`config.mk`:
```
export PLATFORM = sky130hd
export DESIGN_NAME = hsm_ctrl
export DESIGN_NICKNAME = d
export VERILOG_FILES = /design/src/rtl/hsm_pkg.sv /design/src/rtl/hsm_evt_latch.sv /design/src/rtl/hsm_timer.sv /design/src/rtl/hsm_history.sv /design/src/rtl/hsm_ctrl.sv
export SDC_FILE = /design/constraint.sdc
export NUM_CORES = 1
export LEC_CHECK = 0
export ABC_AREA = 1
export BUFFER_PORTS_ARGS = -buffer_cell sky130_fd_sc_hd__buf_2
export CAP_MARGIN = 30
export CORE_MARGIN = 2
export CORE_UTILIZATION = 35
export CTS_CLUSTER_DIAMETER = 150
export DETAILED_ROUTE_END_ITERATION = 10
export PLACE_DENSITY_LB_ADDON = 0.08
export SYNTH_ARGS = -nofsm -noshare
export SYNTH_HDL_FRONTEND = slang
export SYNTH_SLANG_ARGS = --single-unit
```
`constraint.sdc`:
```
create_clock -name clk -period 1.9 [get_ports clk]
set_input_delay 0.475 -clock clk [delete_from_list [all_inputs] [get_ports clk]]
set_output_delay 0.475 -clock clk [all_outputs]
set_load 0.01 [all_outputs]
```
`src/rtl/hsm_pkg.sv`:
```
package hsm_pkg;

  // Events latched for one step
  typedef struct packed {
    logic enter;
    logic resume;
    logic abort;
    logic step;
    logic a;
    logic tick;
    logic tmo;   // internally raised timeout
  } hsm_evt_t;

  // Ring successor of a leaf index
  function automatic int unsigned ring_next(int unsigned cur, int unsigned n);
    return (cur + 1 >= n) ? 0 : cur + 1;
  endfunction

  // Width needed to hold 0..v
  function automatic int unsigned bits_for(int unsigned v);
    return (v < 2) ? 1 : $clog2(v + 1);
  endfunction

endpackage

```
`src/rtl/hsm_evt_latch.sv`:
```
module hsm_evt_latch
  import hsm_pkg::*;
(
  input  logic     clk,
  input  logic     rst,
  input  logic     in_enter,
  input  logic     in_resume,
  input  logic     in_abort,
  input  logic     in_step,
  input  logic     in_a,
  input  logic     in_tick,
  input  logic     in_tmo,
  output hsm_evt_t evt_q
);

  // Each event lives for exactly the step after it is raised
  always_ff @(posedge clk) begin
    if (rst) evt_q <= '0;
    else begin
      evt_q.enter  <= in_enter;
      evt_q.resume <= in_resume;
      evt_q.abort  <= in_abort;
      evt_q.step   <= in_step;
      evt_q.a      <= in_a;
      evt_q.tick   <= in_tick;
      evt_q.tmo    <= in_tmo;
    end
  end

  // a raised event never survives a second step unless raised again
  evt_one_shot_chk: assert property (@(posedge clk) disable iff (rst)
    (evt_q.step && !in_step) |=> !evt_q.step);

endmodule

```
`src/rtl/hsm_timer.sv`:
```
module hsm_timer
  import hsm_pkg::*;
#(
  parameter int unsigned TMO_MS = 20
) (
  input  logic clk,
  input  logic rst,
  input  logic run,        // timed leaf currently active
  input  logic tick,
  output logic tmo_raise
);

  localparam int unsigned CW = bits_for(TMO_MS);
  localparam logic [CW-1:0] LIMIT = CW'(TMO_MS);
  localparam logic [CW-1:0] LAST  = CW'(TMO_MS - 1);

  logic [CW-1:0] cnt_q;

  // Held at zero outside the timed leaf, so every entry restarts it
  always_ff @(posedge clk) begin
    if (rst || !run)                cnt_q <= '0;
    else if (tick && cnt_q != LIMIT) cnt_q <= cnt_q + 1'b1;
  end

  assign tmo_raise = run && tick && (cnt_q == LAST);


  no_overflow_chk: assert property (@(posedge clk) disable iff (rst)
    cnt_q <= LIMIT);


  cnt_step_chk: assert property (@(posedge clk) disable iff (rst)
    (cnt_q != '0) |-> (cnt_q == $past(cnt_q) || cnt_q == $past(cnt_q) + 1'b1));

endmodule

```
`src/rtl/hsm_history.sv`:
```
module hsm_history #(
  parameter int unsigned N_SUB = 5,
  parameter int unsigned SW    = 3
) (
  input  logic          clk,
  input  logic          rst,
  input  logic          store,
  input  logic [SW-1:0] store_val,
  output logic [SW-1:0] hist_q,
  output logic          hist_valid
);

  localparam logic [SW-1:0] NONE = SW'(N_SUB);   // invalid marker

  always_ff @(posedge clk) begin
    if (rst)        hist_q <= NONE;
    else if (store) hist_q <= store_val;
  end

  assign hist_valid = (hist_q != NONE);


  hist_load_chk: assert property (@(posedge clk) disable iff (rst)
    store |=> hist_q == $past(store_val));

  // without a store the history holds still
  hist_hold_chk: assert property (@(posedge clk) disable iff (rst)
    !store |=> $stable(hist_q));

endmodule

```
`src/rtl/hsm_ctrl.sv`:
```
module hsm_ctrl
  import hsm_pkg::*;
#(
  parameter int unsigned N_SUB     = 5,
  parameter int unsigned DEF_SUB   = 0,
  parameter int unsigned TIMED_SUB = 2,
  parameter int unsigned A_DEST    = 3,
  parameter int unsigned TMO_DEST  = 0,
  parameter int unsigned TMO_MS    = 20
) (
  input  logic             clk,
  input  logic             rst,
  input  logic             ev_enter,
  input  logic             ev_resume,
  input  logic             ev_abort,
  input  logic             ev_step,
  input  logic             ev_a,
  input  logic             ms_tick,
  output logic [N_SUB-1:0] leaf_onehot,
  output logic             in_super
);

  localparam int unsigned SW = bits_for(N_SUB);
  localparam logic [SW-1:0] DEF_C   = SW'(DEF_SUB);
  localparam logic [SW-1:0] TIMED_C = SW'(TIMED_SUB);
  localparam logic [SW-1:0] A_C     = SW'(A_DEST);
  localparam logic [SW-1:0] TMO_C   = SW'(TMO_DEST);

  hsm_evt_t      evt;
  logic          tmo_raise;
  logic          in_s_q, in_s_d;
  logic [SW-1:0] sub_q, sub_d;
  logic [SW-1:0] hist_q;
  logic          hist_valid;
  logic          hist_store;
  logic          timed_run;

  // Named internal events for the assertions
  logic fire_abort, fire_tmo, fire_a, fire_step;

  hsm_evt_latch u_evt (
    .clk(clk), .rst(rst),
    .in_enter(ev_enter), .in_resume(ev_resume), .in_abort(ev_abort),
    .in_step(ev_step), .in_a(ev_a), .in_tick(ms_tick), .in_tmo(tmo_raise),
    .evt_q(evt)
  );

  assign timed_run = in_s_q && (sub_q == TIMED_C);

  hsm_timer #(.TMO_MS(TMO_MS)) u_tmr (
    .clk(clk), .rst(rst), .run(timed_run), .tick(evt.tick),
    .tmo_raise(tmo_raise)
  );

  hsm_history #(.N_SUB(N_SUB), .SW(SW)) u_hist (
    .clk(clk), .rst(rst), .store(hist_store), .store_val(sub_q),
    .hist_q(hist_q), .hist_valid(hist_valid)
  );

  // Priority inside the super-state: abort, timeout, a, step
  assign fire_abort = in_s_q && evt.abort;
  assign fire_tmo   = timed_run && evt.tmo && !fire_abort;
  assign fire_a     = timed_run && evt.a && !fire_abort && !fire_tmo;
  assign fire_step  = in_s_q && evt.step && !fire_abort && !fire_tmo && !fire_a;

  // Phase 2: compute every next value from current values
  always_comb begin
    in_s_d     = in_s_q;
    sub_d      = sub_q;
    hist_store = 1'b0;
    if (!in_s_q) begin
      if (evt.resume) begin
        in_s_d = 1'b1;
        sub_d  = hist_valid ? hist_q : DEF_C;
      end else if (evt.enter) begin
        in_s_d = 1'b1;
        sub_d  = DEF_C;
      end
    end else if (fire_abort) begin
      in_s_d     = 1'b0;
      hist_store = 1'b1;
    end else if (fire_tmo) begin
      sub_d = TMO_C;
    end else if (fire_a) begin
      sub_d = A_C;
    end else if (fire_step) begin
      sub_d = SW'(ring_next(int'(sub_q), N_SUB));
    end
  end

  // Phase 3: commit together
  always_ff @(posedge clk) begin
    if (rst) begin
      in_s_q <= 1'b0;
      sub_q  <= DEF_C;
    end else begin
      in_s_q <= in_s_d;
      sub_q  <= sub_d;
    end
  end

  for (genvar i = 0; i < N_SUB; i++) begin : g_leaf
    assign leaf_onehot[i] = in_s_q && (sub_q == SW'(i));
  end
  assign in_super = in_s_q;


  onehot_leaf_chk: assert property (@(posedge clk) disable iff (rst)
    $onehot0(leaf_onehot) && (in_super == (leaf_onehot != '0)));


  abort_exit_chk: assert property (@(posedge clk) disable iff (rst)
    fire_abort |=> !in_super && hist_q == $past(sub_q));


  default_entry_chk: assert property (@(posedge clk) disable iff (rst)
    (!in_s_q && evt.enter && !evt.resume) |=> in_super && leaf_onehot[DEF_SUB]);


  resume_entry_chk: assert property (@(posedge clk) disable iff (rst)
    (!in_s_q && evt.resume && hist_valid) |=> in_super && sub_q == $past(hist_q));


  a_edge_chk: assert property (@(posedge clk) disable iff (rst)
    fire_a |=> leaf_onehot[A_DEST]);


  tmo_edge_chk: assert property (@(posedge clk) disable iff (rst)
    fire_tmo |=> leaf_onehot[TMO_DEST]);

endmodule

```
# After elaboration in Yosys (flattened, before gate mapping)
# Index checks and enable logic that the tools add are counted.
# W data, S select, Z words.
[totals] ramBits=0 output_inout_bits=6 regBits=19 inputBits=8 mem_bits_ro=0 latchBits=0 word_cells=64 memories=0
[classes] addsub=2 shift=0 multipliers=0 n_mux=15 bitwise_logic=0 n_eq_ne=9 order_cmp=1 div=0 n_reduce_logical=26
[ops] operator="$mux W3" count=9
[ops] operator="$logic_and A1 B1 Y1" count=18
[ops] operator="$eq A3 B2 Y1 const B" count=2
[ops] operator="$mux W1" count=6
[ops] operator="$add A5 B1 Y5 const B" count=1
[ops] operator="$eq A5 B5 Y1 const B" count=1
[ops] operator="$ne A5 B5 Y1 const B" count=1
[ops] operator="$add A3 B1 Y4 const B" count=1
[ops] operator="$ge A4 B3 Y1 const B" count=1
[ops] operator="$logic_not A1 Y1" count=4
[ops] operator="$ne A4 B1 Y1 const B" count=1
[ops] operator="$eq A3 B1 Y1 const B" count=1
[ops] operator="$eq A3 B3 Y1 const B" count=1
[ops] operator="$logic_not A3 Y1" count=1
[ops] operator="$ne A3 B3 Y1 const B" count=1
[ops] operator="$reduce_and A3 Y1" count=1
[ops] operator="$reduce_bool A3 Y1" count=1
[ops] operator="$ne A2 B2 Y1 const B" count=1
[ops] operator="$logic_or A1 B1 Y1" count=1

# Logic depth before layout (Yosys ltp)
[depth] ltp_word=13 mapped_depth=10

# Cells and area by module
# A second synthesis with hierarchy kept.
[hier_totals] cells_unflattened=165 hier_area_um2=1093.5
[modules_own_cells] mod="hsm_ctrl" n_inst=1 area_each_um2=445.4 seq_area_each_um2=80.1 cells_each=74
[modules_own_cells] mod="hsm_timer" n_inst=1 area_each_um2=336.6 seq_area_each_um2=100.1 cells_each=53
[modules_own_cells] mod="hsm_evt_latch" n_inst=1 area_each_um2=192.7 seq_area_each_um2=140.1 cells_each=21
[modules_own_cells] mod="hsm_history" n_inst=1 area_each_um2=118.9 seq_area_each_um2=60.1 cells_each=17

# Worst setup path after synthesis
# Ideal clock, no wire load.
[synth_path] path_type="flip-flop to output port" startpoint="register in_s_q, in the netlist in_super" endpoint="output leaf_onehot[4]" arrival_time_ns=0.926 path_stages_with_launch=3 slack_ns=0.499 path_cell_list="dfxtp_1 inv_1 nor3_1"
[synth_via] elab_chain_cells=1
[synth_rtl] element="start: declaration" line_no="hsm_ctrl.sv:31" rtl="logic in_s_q, in_s_d;"
[synth_rtl] element="start signal: assignment" line_no="hsm_ctrl.sv:97" rtl="in_s_q <= in_s_d;"
[synth_rtl] element="$logic_and A1 B1 Y1" line_no="hsm_ctrl.sv:103" rtl="assign leaf_onehot[i] = in_s_q && (sub_q == SW'(i));"
[synth_rtl] element="end: declaration" line_no="hsm_ctrl.sv:19" rtl="output logic [N_SUB-1:0] leaf_onehot,"
# No other way between the ends.

# Worst setup path after layout
[layout_path] startpoint="register sub_q[0]" endpoint="output leaf_onehot[2]"
[layout_via] elab_chain_cells=2
[layout_rtl] element="start: declaration" line_no="hsm_ctrl.sv:32" rtl="logic [SW-1:0] sub_q, sub_d;"
[layout_rtl] element="start signal: assignment" line_no="hsm_ctrl.sv:98" rtl="sub_q <= sub_d;"
[layout_rtl] element="$eq A3 B2 Y1" line_no="hsm_ctrl.sv:103"
[layout_rtl] element="$logic_and A1 B1 Y1" line_no="hsm_ctrl.sv:103"
# No other way between the ends.

==> impl_metrics.json <==
{
  "worst_ep_required_time_ns": 1.42,
  "synthFlopType": "dfxtp_1",
  "pre_cts_ws_ns": 0.409,
  "antenna_found_initial": 0,
  "netlist_area_um2": 1010,
  "hp-start": "ev_step",
  "worstSetupEndpointType": "output port",
  "ant_nets": 0,
  "grt_usage_pct": 13.4,
  "vias": 868,
  "cap_violations": 0,
  "yosys_warnings": 0,
  "initialDrtViolationCount": 20,
  "hold_depth": 3,
  "reg2reg_depth": 10,
  "rsz0062_at_grt": "false",
  "critical_path_arrival_ns": 1.29,
  "crit_type": "register to output port",
  "routed_via_density": 4.52,
  "cts.sinks": 19,
  "grt_max_degree": 11,
  "synth_top_family_by_area": "simple AND/OR/NAND/NOR gates",
  "fin_tns_setup_ns": 0,
  "r2r_start": "sub_q[0]$_SDFFE_PP0P_",
  "finalHoldViolations": 0,
  "fmax_mhz": 565,
  "syn-num-nets": 160,
  "synth_fa_ha_area_share_pct": 8.71,
  "post-route-drc-count": 0,
  "placedCellCount": 188,
  "fp.dieArea_um2": 3320,
  "ir_drop_uv": 455,
  "power_uw": 763,
  "hold_class": "input pin to register",
  "cp_max_fo": 5,
  "antenna_cells": 0,
  "ys_seq_elements": 19,
  "yosys.area.top_type_share_pct": 37.8,
  "row_count": 19,
  "p_leak_uw": 0.000592,
  "ff2ff_setup_slack_ns": 0.47,
  "cts_hold_buffers": 0,
  "clock_skew_ns": 0.00737,
  "fin_crit_sh_pct": 93.1,
  "synth-edff-count": 0,
  "h-tree-depth": 1,
  "r2r-end": "sub_q[1]$_SDFFE_PP0P_",
  "fin_ws_ns": 0.130,
  "stdcell_count": 192,
  "synth-simple-area-share_pct": 28.0,
  "die_h_um": 57.6,
  "min_period_ns": 1.77,
  "fin_nets": 177,
  "grt_pass1_vias": 841,
  "first_pass_iters": 4,
  "grt_pass1_wl_um": 3480,
  "outcome": "finished clean",
  "die_w_um": 57.6,
  "ctsLongestPathBuffers": 2,
  "synth-xor-area-share_pct": 0.871,
  "numPortBuffers": 13,
  "synth_top_area_cell": "dfxtp_1",
  "cts_buffers": 3,
  "worstSetupStartpointType": "register",
  "io_pins": 14,
  "synth_compound_area_share_pct": 11.4,
  "synth.distinct_cells": 20,
  "dpl.hpwl_um": 1550,
  "cts_tree": "yes",
  "synth_area_per_cell_um2": 6.94,
  "layout-drive-gt1-share_pct": 17.4,
  "wirelength_um": 1900,
  "clock_latency_ns": 0.28,
  "yosys-mux-area-fraction_pct": 0,
  "synth_common_cells": "inv_1, nand2_1, nor2_1",
  "max_slew.worst_pin.slew_ns": 0.315,
  "synth_seq_area_share_pct": 37.8,
  "yosysMostFrequentCell": "inv_1",
  "syn_to_final_growth_pct": 12.6,
  "setup_viol": 0,
  "grt_overflow": 0,
  "gp_congestion": 0.824,
  "p_per_area_nw_per_um2": 674,
  "drv_slew": 0,
  "maxSlewHeadroom_pct": 79.0,
  "path_clk_slew_ns": 0.10,
  "ys_top_cells_by_area": "dfxtp_1, inv_1, nand2_1, nor2_1, ha_1",
  "post_drt_wl_per_cell_um": 9.88,
  "start_util_pct": 36.8,
  "ctsRootBufferMaster": "clkbuf_4",
  "synthCells": 145,
  "async_flop_share_pct": 0,
  "min_to": "u_evt.evt_q[3]$_SDFF_PP0_",
  "fp.coreArea_um2": 2730
}
## metrics by stage
stage / hold WS, ns / utilization [%] / cell area, µm²
2_1_floorplan: 0.463 / - / 1010
3_3_place_gp: 0.480 / 40.5 / 1110
3_5_place_dp: 0.487 / 40.5 / 1110
4_1_cts: 0.371 / 41.4 / 1130
5_1_grt: 0.370 / 41.4 / 1130
6_report: 0.380 / 41.4 / 1130
## critical path: stages (launching register included)
cell	delay, ns
dfxtp_1	0.41
inv_2	0.09
ha_1	0.23
nand3_2	0.11
inv_1	0.04
buf_2	0.13
## registers in the layout (all words and copies together) (netlist names)
name and count:
in_super 1, sub_q 3, u_evt.evt_q 7, u_hist.hist_q 3, u_tmr.cnt_q 5
## logic make-up after synthesis
kind of cell | after synthesis
fa+ha+maj | 7
buf+inv | 34
flops | 19
compound gates | 18
simple gates | 66
xor+xnor | 1
## power by group
group          switching (µW)  total (µW)  internal, µW
registers                18.3         436           417
logic                    85.2         136          51.1
clock network             110         191          81.4
## placed cells by master (no fill, tap or decap)
cell and n:
clkbuf_4 3, buf_2 13, nand3_2 1, a21oi_4 1, clkinv_2 1, o21ai_0 5
ha_1 7, nor2_2 2, a21oi_1 7, dfxtp_1 19, xnor2_1 1, o21ai_2 1
nor2_1 24, nand2_1 25, nor4_1 1, inv_2 2, nand2_2 3, clkbuf_1 1
inv_1 29, o211ai_1 4, nand3_1 9, buf_4 1, nor3_1 1
## how the worst max path moves through the flow
| stage | depth (start not counted) | start | slack [ns] | endpoint |
|---|---|---|---|---|
| floorplan | 2 | in_super$_SDFF_PP0_ | 0.50 | leaf_onehot[4] |
| global placement | 5 | sub_q[0]$_SDFFE_PP0P_ | 0.46 | leaf_onehot[2] |
| detailed placement | 5 | sub_q[0]$_SDFFE_PP0P_ | 0.41 | leaf_onehot[2] |
| CTS | 5 | sub_q[0]$_SDFFE_PP0P_ | 0.07 | leaf_onehot[2] |
| global route | 5 | sub_q[0]$_SDFFE_PP0P_ | 0.001 | leaf_onehot[4] |
| finish | 5 | sub_q[0]$_SDFFE_PP0P_ | 0.13 | leaf_onehot[2] |
## layer usage
metal | share of wire (%) | vias to the layer above | global-route usage [%]
met3 | 3.1 | 2 | 2.01
li1 | - | 474 | -
met4 | 0.90 | 0 | 5.98
met5 | 0 | - | 0
met1 | 44 | 383 | 15.6
met2 | 52 | 9 | 24.0
## timing repair
item / CTS / global route
hold endpoints to repair: 0 / 0
endpoints found under the setup margin: 0 / 2
buffers inserted: 0 / 0
resized for setup: 0 / 2
## cell type report
type                            count  area, µm²
Multi-Input combinational cell     92        493
Inverter                           32        121
Fill cell                         305       1600
Timing Repair Buffer               14       72.6
Tap cell                           31       38.8
Clock buffer                        4       26.3
Sequential cell                    19        380
(Power assumes the default switching activity.)
